--- config.mk ---
export PLATFORM = sky130hd
export DESIGN_NAME = uart_rx_buffer
export DESIGN_NICKNAME = d
export VERILOG_FILES = /design/src/rtl/uart_rxbuf_pkg.sv /design/src/rtl/rxbuf_mode.sv /design/src/rtl/rxbuf_store.sv /design/src/rtl/rxbuf_ctrl.sv /design/src/rtl/uart_rx_buffer.sv
export SDC_FILE = /design/constraint.sdc
export NUM_CORES = 1
export LEC_CHECK = 0
export BUFFER_PORTS_ARGS = -buffer_cell sky130_fd_sc_hd__clkbuf_2
export CAP_MARGIN = 5
export CORE_MARGIN = 5
export CORE_UTILIZATION = 30
export DETAILED_ROUTE_END_ITERATION = 6
export GPL_ROUTABILITY_DRIVEN = 0
export PLACE_DENSITY = 0.5
export SETUP_SLACK_MARGIN = 0.5
export SYNTH_ARGS = -nofsm -noshare
export SYNTH_HDL_FRONTEND = slang
export SYNTH_SLANG_ARGS = --single-unit
--- constraint.sdc ---
create_clock -name clk -period 5.3 [get_ports clk]
set_clock_uncertainty 0.05 [all_clocks]
set_input_delay 1.06 -clock clk [delete_from_list [all_inputs] [get_ports clk]]
set_output_delay 1.06 -clock clk [all_outputs]
set_load 0.03 [all_outputs]
--- src/rtl/uart_rxbuf_pkg.sv ---
package uart_rxbuf_pkg;
  localparam int CHAR_W  = 8;
  localparam int STAT_W  = 4;
  localparam int ENTRY_W = CHAR_W + STAT_W;
  typedef logic [ENTRY_W-1:0] rx_entry_t;
endpackage

--- src/rtl/rxbuf_mode.sv ---
module rxbuf_mode #(
  parameter int DEPTH = 16,
  parameter int CNT_W = $clog2(DEPTH + 1),
  parameter int PTR_W = (DEPTH > 1) ? $clog2(DEPTH) : 1
) (
  input  logic             clk,
  input  logic             rst,
  input  logic             fifo_en,
  output logic             flush,
  output logic [CNT_W-1:0] depth_cur,
  output logic [PTR_W-1:0] mask_cur
);
  logic mode_q;

  always_ff @(posedge clk) begin
    if (rst) mode_q <= 1'b0;
    else     mode_q <= fifo_en;
  end

  assign flush     = (fifo_en != mode_q) && !rst;
  assign depth_cur = mode_q ? CNT_W'(DEPTH) : CNT_W'(1);
  assign mask_cur  = mode_q ? PTR_W'(DEPTH - 1) : '0;
endmodule

--- src/rtl/rxbuf_store.sv ---
module rxbuf_store
  import uart_rxbuf_pkg::*;
#(
  parameter int DEPTH = 16,
  parameter int PTR_W = (DEPTH > 1) ? $clog2(DEPTH) : 1
) (
  input  logic             clk,
  input  logic             we,
  input  logic [PTR_W-1:0] waddr,
  input  rx_entry_t        wdata,
  input  logic [PTR_W-1:0] raddr,
  output rx_entry_t        rdata
);
  rx_entry_t mem [DEPTH];

  always_ff @(posedge clk) begin
    if (we) mem[waddr] <= wdata;
  end

  assign rdata = mem[raddr];
endmodule

--- src/rtl/rxbuf_ctrl.sv ---
module rxbuf_ctrl #(
  parameter int DEPTH   = 16,
  parameter int TRIGGER = 1,
  parameter int CNT_W   = $clog2(DEPTH + 1),
  parameter int PTR_W   = (DEPTH > 1) ? $clog2(DEPTH) : 1
) (
  input  logic             clk,
  input  logic             rst,
  input  logic             flush,
  input  logic [CNT_W-1:0] depth_cur,
  input  logic [PTR_W-1:0] mask_cur,
  input  logic             wr_en,
  input  logic             rd_en,
  output logic             wr_ok,
  output logic [PTR_W-1:0] wslot,
  output logic [PTR_W-1:0] rpos,
  output logic             empty,
  output logic             full,
  output logic             can_accept,
  output logic             rxint_set,
  output logic             rxint_clr
);
  localparam logic [CNT_W-1:0] TRIG    = CNT_W'(TRIGGER);
  localparam logic [CNT_W-1:0] TRIG_M1 = CNT_W'(TRIGGER - 1);

  logic [CNT_W-1:0] count_q, cnt_nxt;
  logic [PTR_W-1:0] rpos_q, rpos_nxt;
  logic             rd_ok;
  logic             empty_q, full_q, acc_q, set_q, clr_q;

  always_comb begin
    wr_ok = wr_en && !flush && (count_q < depth_cur);
    rd_ok = rd_en && !flush && (count_q != '0);
    wslot = (rpos_q + count_q[PTR_W-1:0]) & mask_cur;
    case ({wr_ok, rd_ok})
      2'b10:   cnt_nxt = count_q + CNT_W'(1);
      2'b01:   cnt_nxt = count_q - CNT_W'(1);
      default: cnt_nxt = count_q;
    endcase
    rpos_nxt = rd_ok ? ((rpos_q + PTR_W'(1)) & mask_cur) : rpos_q;
    if (flush) begin
      cnt_nxt  = '0;
      rpos_nxt = '0;
    end
  end

  always_ff @(posedge clk) begin
    if (rst) begin
      count_q <= '0;
      rpos_q  <= '0;
      empty_q <= 1'b1;
      full_q  <= 1'b0;
      acc_q   <= 1'b1;
      set_q   <= 1'b0;
      clr_q   <= 1'b0;
    end else begin
      count_q <= cnt_nxt;
      rpos_q  <= rpos_nxt;
      empty_q <= (cnt_nxt == '0);
      full_q  <= !flush && (cnt_nxt == depth_cur);
      acc_q   <= flush || (cnt_nxt < depth_cur);
      set_q   <= wr_ok && (cnt_nxt == TRIG);
      clr_q   <= rd_en && !flush && (cnt_nxt == TRIG_M1);
    end
  end

  assign rpos       = rpos_q;
  assign empty      = empty_q;
  assign full       = full_q;
  assign can_accept = acc_q;
  assign rxint_set  = set_q;
  assign rxint_clr  = clr_q;

  AST_COUNT_BOUND: assert property (@(posedge clk) disable iff (rst)
    count_q <= depth_cur);
  AST_FULL_BLOCKS: assert property (@(posedge clk) disable iff (rst)
    full_q |-> !acc_q);
  AST_EMPTY_READ_STILL: assert property (@(posedge clk) disable iff (rst)
    (rd_en && !wr_en && empty_q && !flush) |=> ($stable(rpos_q) && empty_q));
  AST_NET_ZERO: assert property (@(posedge clk) disable iff (rst)
    (wr_en && rd_en && !flush && !empty_q && !full_q) |=> $stable(count_q));
  AST_SET_CLR_EXCL: assert property (@(posedge clk) disable iff (rst)
    !(set_q && clr_q));
  AST_FLUSH_EMPTIES: assert property (@(posedge clk) disable iff (rst)
    flush |=> (empty_q && !full_q && count_q == '0 && rpos_q == '0));
endmodule

--- src/rtl/uart_rx_buffer.sv ---
module uart_rx_buffer
  import uart_rxbuf_pkg::*;
#(
  parameter int DEPTH   = 16,
  parameter int TRIGGER = 1
) (
  input  logic               clk,
  input  logic               rst,
  input  logic               fifo_en,
  input  logic               wr_en,
  input  logic [ENTRY_W-1:0] wr_data,
  input  logic               rd_en,
  output logic [ENTRY_W-1:0] rd_data,
  output logic               empty,
  output logic               full,
  output logic               can_accept,
  output logic               rxint_set,
  output logic               rxint_clr
);
  localparam int CNT_W = $clog2(DEPTH + 1);
  localparam int PTR_W = (DEPTH > 1) ? $clog2(DEPTH) : 1;

  logic             flush, wr_ok;
  logic [CNT_W-1:0] depth_cur;
  logic [PTR_W-1:0] mask_cur, wslot, rpos;

  rxbuf_mode #(.DEPTH(DEPTH), .CNT_W(CNT_W), .PTR_W(PTR_W)) u_mode (
    .clk(clk), .rst(rst), .fifo_en(fifo_en),
    .flush(flush), .depth_cur(depth_cur), .mask_cur(mask_cur)
  );

  rxbuf_ctrl #(.DEPTH(DEPTH), .TRIGGER(TRIGGER), .CNT_W(CNT_W), .PTR_W(PTR_W)) u_ctrl (
    .clk(clk), .rst(rst), .flush(flush), .depth_cur(depth_cur), .mask_cur(mask_cur),
    .wr_en(wr_en), .rd_en(rd_en), .wr_ok(wr_ok), .wslot(wslot), .rpos(rpos),
    .empty(empty), .full(full), .can_accept(can_accept),
    .rxint_set(rxint_set), .rxint_clr(rxint_clr)
  );

  rxbuf_store #(.DEPTH(DEPTH), .PTR_W(PTR_W)) u_store (
    .clk(clk), .we(wr_ok), .waddr(wslot), .wdata(wr_data),
    .raddr(rpos), .rdata(rd_data)
  );
endmodule

==> results_dict.tcl <==
set metrics [dict create \
    outcome "finished clean" \
    relSlewSlack 0.302 \
    synth.ff_latch_count 211 \
    cts_resized 0 \
    io_pins 34 \
    synth_nets 450 \
    crit_type "register to output pin" \
    synth_edf_count 192 \
    worstReg2RegStart "u_mode.mode_q" \
    synthCells 422 \
    synth_xor_area_frac 0.0134 \
    chipHeight_um 178 \
    dieWidth_um 178 \
    cp_data_arrival_time_ns 2.91 \
    slew_viol_final 0 \
    rows 61 \
    hpwl_um 10800 \
    clock-sinks 211 \
    yosysTopAreaCellShare 0.680 \
    antenna_found_initial 0 \
    drt_iter0_markers 347 \
    tns_ns 0 \
    start_util 0.304 \
    wl_met3_um 749 \
    startpoint_type "register" \
    core_area_sq_um 27900 \
    rsz0062_at_grt "false" \
    overflow 0 \
    slowest_delay_ns 1.04 \
    synth_area_sq_um 8480 \
    worst_path_max_delay_cell "dfxtp_4" \
    cp_max_fo 48 \
    cts-root-buf "clkbuf_16" \
    max_cap_violations 0 \
    fin_crit_sh 0.759 \
    cts_buffers 23 \
    viasPerCell 4.84 \
    grt_pass1_wl_um 27700 \
    highest_layer "met4" \
    yosysWarnings 0 \
    worst_pin_slew_ns 1.05 \
    setup_viol 0 \
    clk_latency_ns 0.51 \
    portBuffers 33 \
    reg2reg_setup_slack_ns 1.49 \
    hold_path_class "register to register" \
    cp-end-kind "output pin" \
    required_ns 4.19 \
    min_from "u_ctrl.rpos[2]" \
    path_buf_inv 1 \
    irDropWorstVdd_mv 0.220 \
    period_needed_ns 4.02 \
    final_layout_size_suffix_gt1_frac 0.307 \
    synth_top_family_by_area "multiplexers" \
    die-area_sq_um 31700 \
    grt_max_degree 49 \
    cpMostUsedCell "mux4_2" \
    cts_tree "built" \
    rr_worst_depth 14 \
    crit_cells 3 \
    max_freq_mhz 248 \
    async_flop_share 0 \
    fin_util 0.354 \
    clock_path_buffers 3 \
    clk_pin_slew_ns 0.06 \
    worstHoldEndpoint "u_ctrl.rpos[2]" \
    syn_area_per_cell_sq_um 20.1 \
    drtAntennaViolNets 0 \
    wl_met2_um 9100 \
    synthAdderAreaFrac 0.0171 \
    h-tree-depth 1 \
    fin_nets 507 \
    p_per_area_nw_per_um2 359 \
    synth.distinct_cells 48 \
    hold_viol_final 0 \
    wl_per_cell_um 21.3 \
    synth-compound-area-share 0.0205 \
    whs_path_depth 2 \
    rr_endpoint "u_ctrl.can_accept" \
    crit_chain "mux4_2 -> mux4_2 -> clkbuf_2" \
    muxShareOfSynthArea 0.163 \
    seq_area_frac_synth 0.725 \
    ys_top_cells_by_area "edfxtp_1, mux4_2, dfxtp_1, ha_1, nor2_1" \
    leakagePower_nw 3.13 \
    grt_pass1_vias 4354 \
    grt.total_usage 0.118 \
    synth_flop_cell "edfxtp_1" \
    drc 0 \
    post-cts-setup-buffer-count 0 \
    totalWireLength_um 18600 \
    yosys.area_share.simple 0.0434 \
    cp_top_family "multiplexers" \
    holdBufCountCts 0 \
    met1_length_um 8440 \
    area_delta_synth_final_pct 16.5 \
    vias 4221 \
    antenna_cells 0 \
    yosys.area.top_type "edfxtp_1" \
    drt_pass1_iterations 4 \
]
==> metal layers <==
metal,vias to the layer above,global-route usage
li1,1844,-
met1,2254,0.162
met2,94,0.199
met3,29,0.0199
met4,0,0.0255
met5,-,0
==> sequential cells by signal, indices dropped and copies added (netlist names), named ones only <==
register	count
u_ctrl.count_q	5
u_ctrl.rpos	4
u_ctrl.rxint_set	1
u_store.mem	192
u_ctrl.full	1
u_ctrl.can_accept	1
u_ctrl.rxint_clr	1
u_ctrl.empty	1
u_mode.mode_q	1
==> layout make-up <==
cell class	count	area, sq um
Fill cell	2592	18000
Sequential cell	211	6150
Multi-Input combinational cell	184	2190
Clock buffer	29	608
Tap cell	378	473
Timing Repair Buffer	51	300
Clock inverter	12	125
Inverter	8	30.0
==> metrics by stage <==
stage / area (sq um) / total power [mW] / instances / hold WS, ns / setup WS (ns)
6_report: 9870 / 3.55 / 873 / 0.556 / 1.28
2_1_floorplan: 8480 / 1.97 / 422 / 0.475 / 1.46
5_1_grt: 9870 / 3.67 / 873 / 0.576 / 1.08
4_1_cts: 9870 / 3.59 / 873 / 0.559 / 1.16
3_5_place_dp: 9140 / 2.03 / 832 / 0.543 / 1.07
3_3_place_gp: 9140 / 2.03 / 832 / 0.537 / 1.22
==> placed cells by master (no fill, tap or decap), types with 3 or more instances in the layout <==
cell	Yosys	layout
or2_2	3	3
nand2_1	10	10
mux2i_1	3	3
clkbuf_1	4	5
nor2_1	31	31
buf_4	1	18
mux4_2	59	59
o21ai_0	5	5
dfxtp_1	19	17
clkinv_2	0	3
nand3_1	5	5
or3_1	3	3
xor2_1	7	7
clkinv_1	0	4
nor4_1	3	3
edfxtp_1	192	192
clkbuf_2	0	33
a21oi_1	8	8
inv_1	8	8
clkbuf_16	0	23
ha_1	10	10
xnor2_1	6	6
==> cells in the mapped netlist (all sizes together), types with 2 or more instances <==
cell / number
mux4: 60
nand2b: 2
nor4b: 2
nor4: 3
xor2: 7
inv: 8
buf: 15
nor3: 2
edfxtp: 192
clkbuf: 4
or2: 3
or3: 3
xnor2: 6
ha: 10
nor2: 31
nand3: 5
mux2i: 3
nand3b: 2
nand2: 10
dfxtp: 19
o221ai: 2
nor3b: 2
o21ai: 5
a21oi: 8
==> kinds of logic (layout without fill, tap and decap cells) <==
logic type,Yosys count,in the layout
compound gates,25,25
xor+xnor,13,13
fa+ha+maj,11,11
buf+inv,27,100
flops,211,211
mux,63,63
simple gates,72,72
==> report_power, final <==
| part | internal (mW) | switching (mW) | leakage [nW] |
|---|---|---|---|
| combinational | 0.0591 | 0.0976 | 0.885 |
| clock | 0.916 | 0.637 | 0.362 |
| sequential | 1.83 | 0.0117 | 1.89 |
| total | 2.80 | 0.747 | 3.13 |
==> how the worst max path moves through the flow <==
stage / from / end / slack (ns)
after floorplan: fifo_en / u_ctrl.can_accept / 1.46
after global placement: fifo_en / u_ctrl.can_accept / 1.22
after detailed placement: fifo_en / u_ctrl.can_accept / 1.07
after CTS: register / rd_data[6] / 1.16
after global routing: register / rd_data[6] / 1.08
final: register / rd_data[6] / 1.28
==> tightest hold or removal path, cell delays in order (launching register included) <==
cell     delay, ns
dfxtp_1       0.34
xor2_1        0.16
nor2_1        0.06
Note: power is estimated with default switching activity, not from simulation.
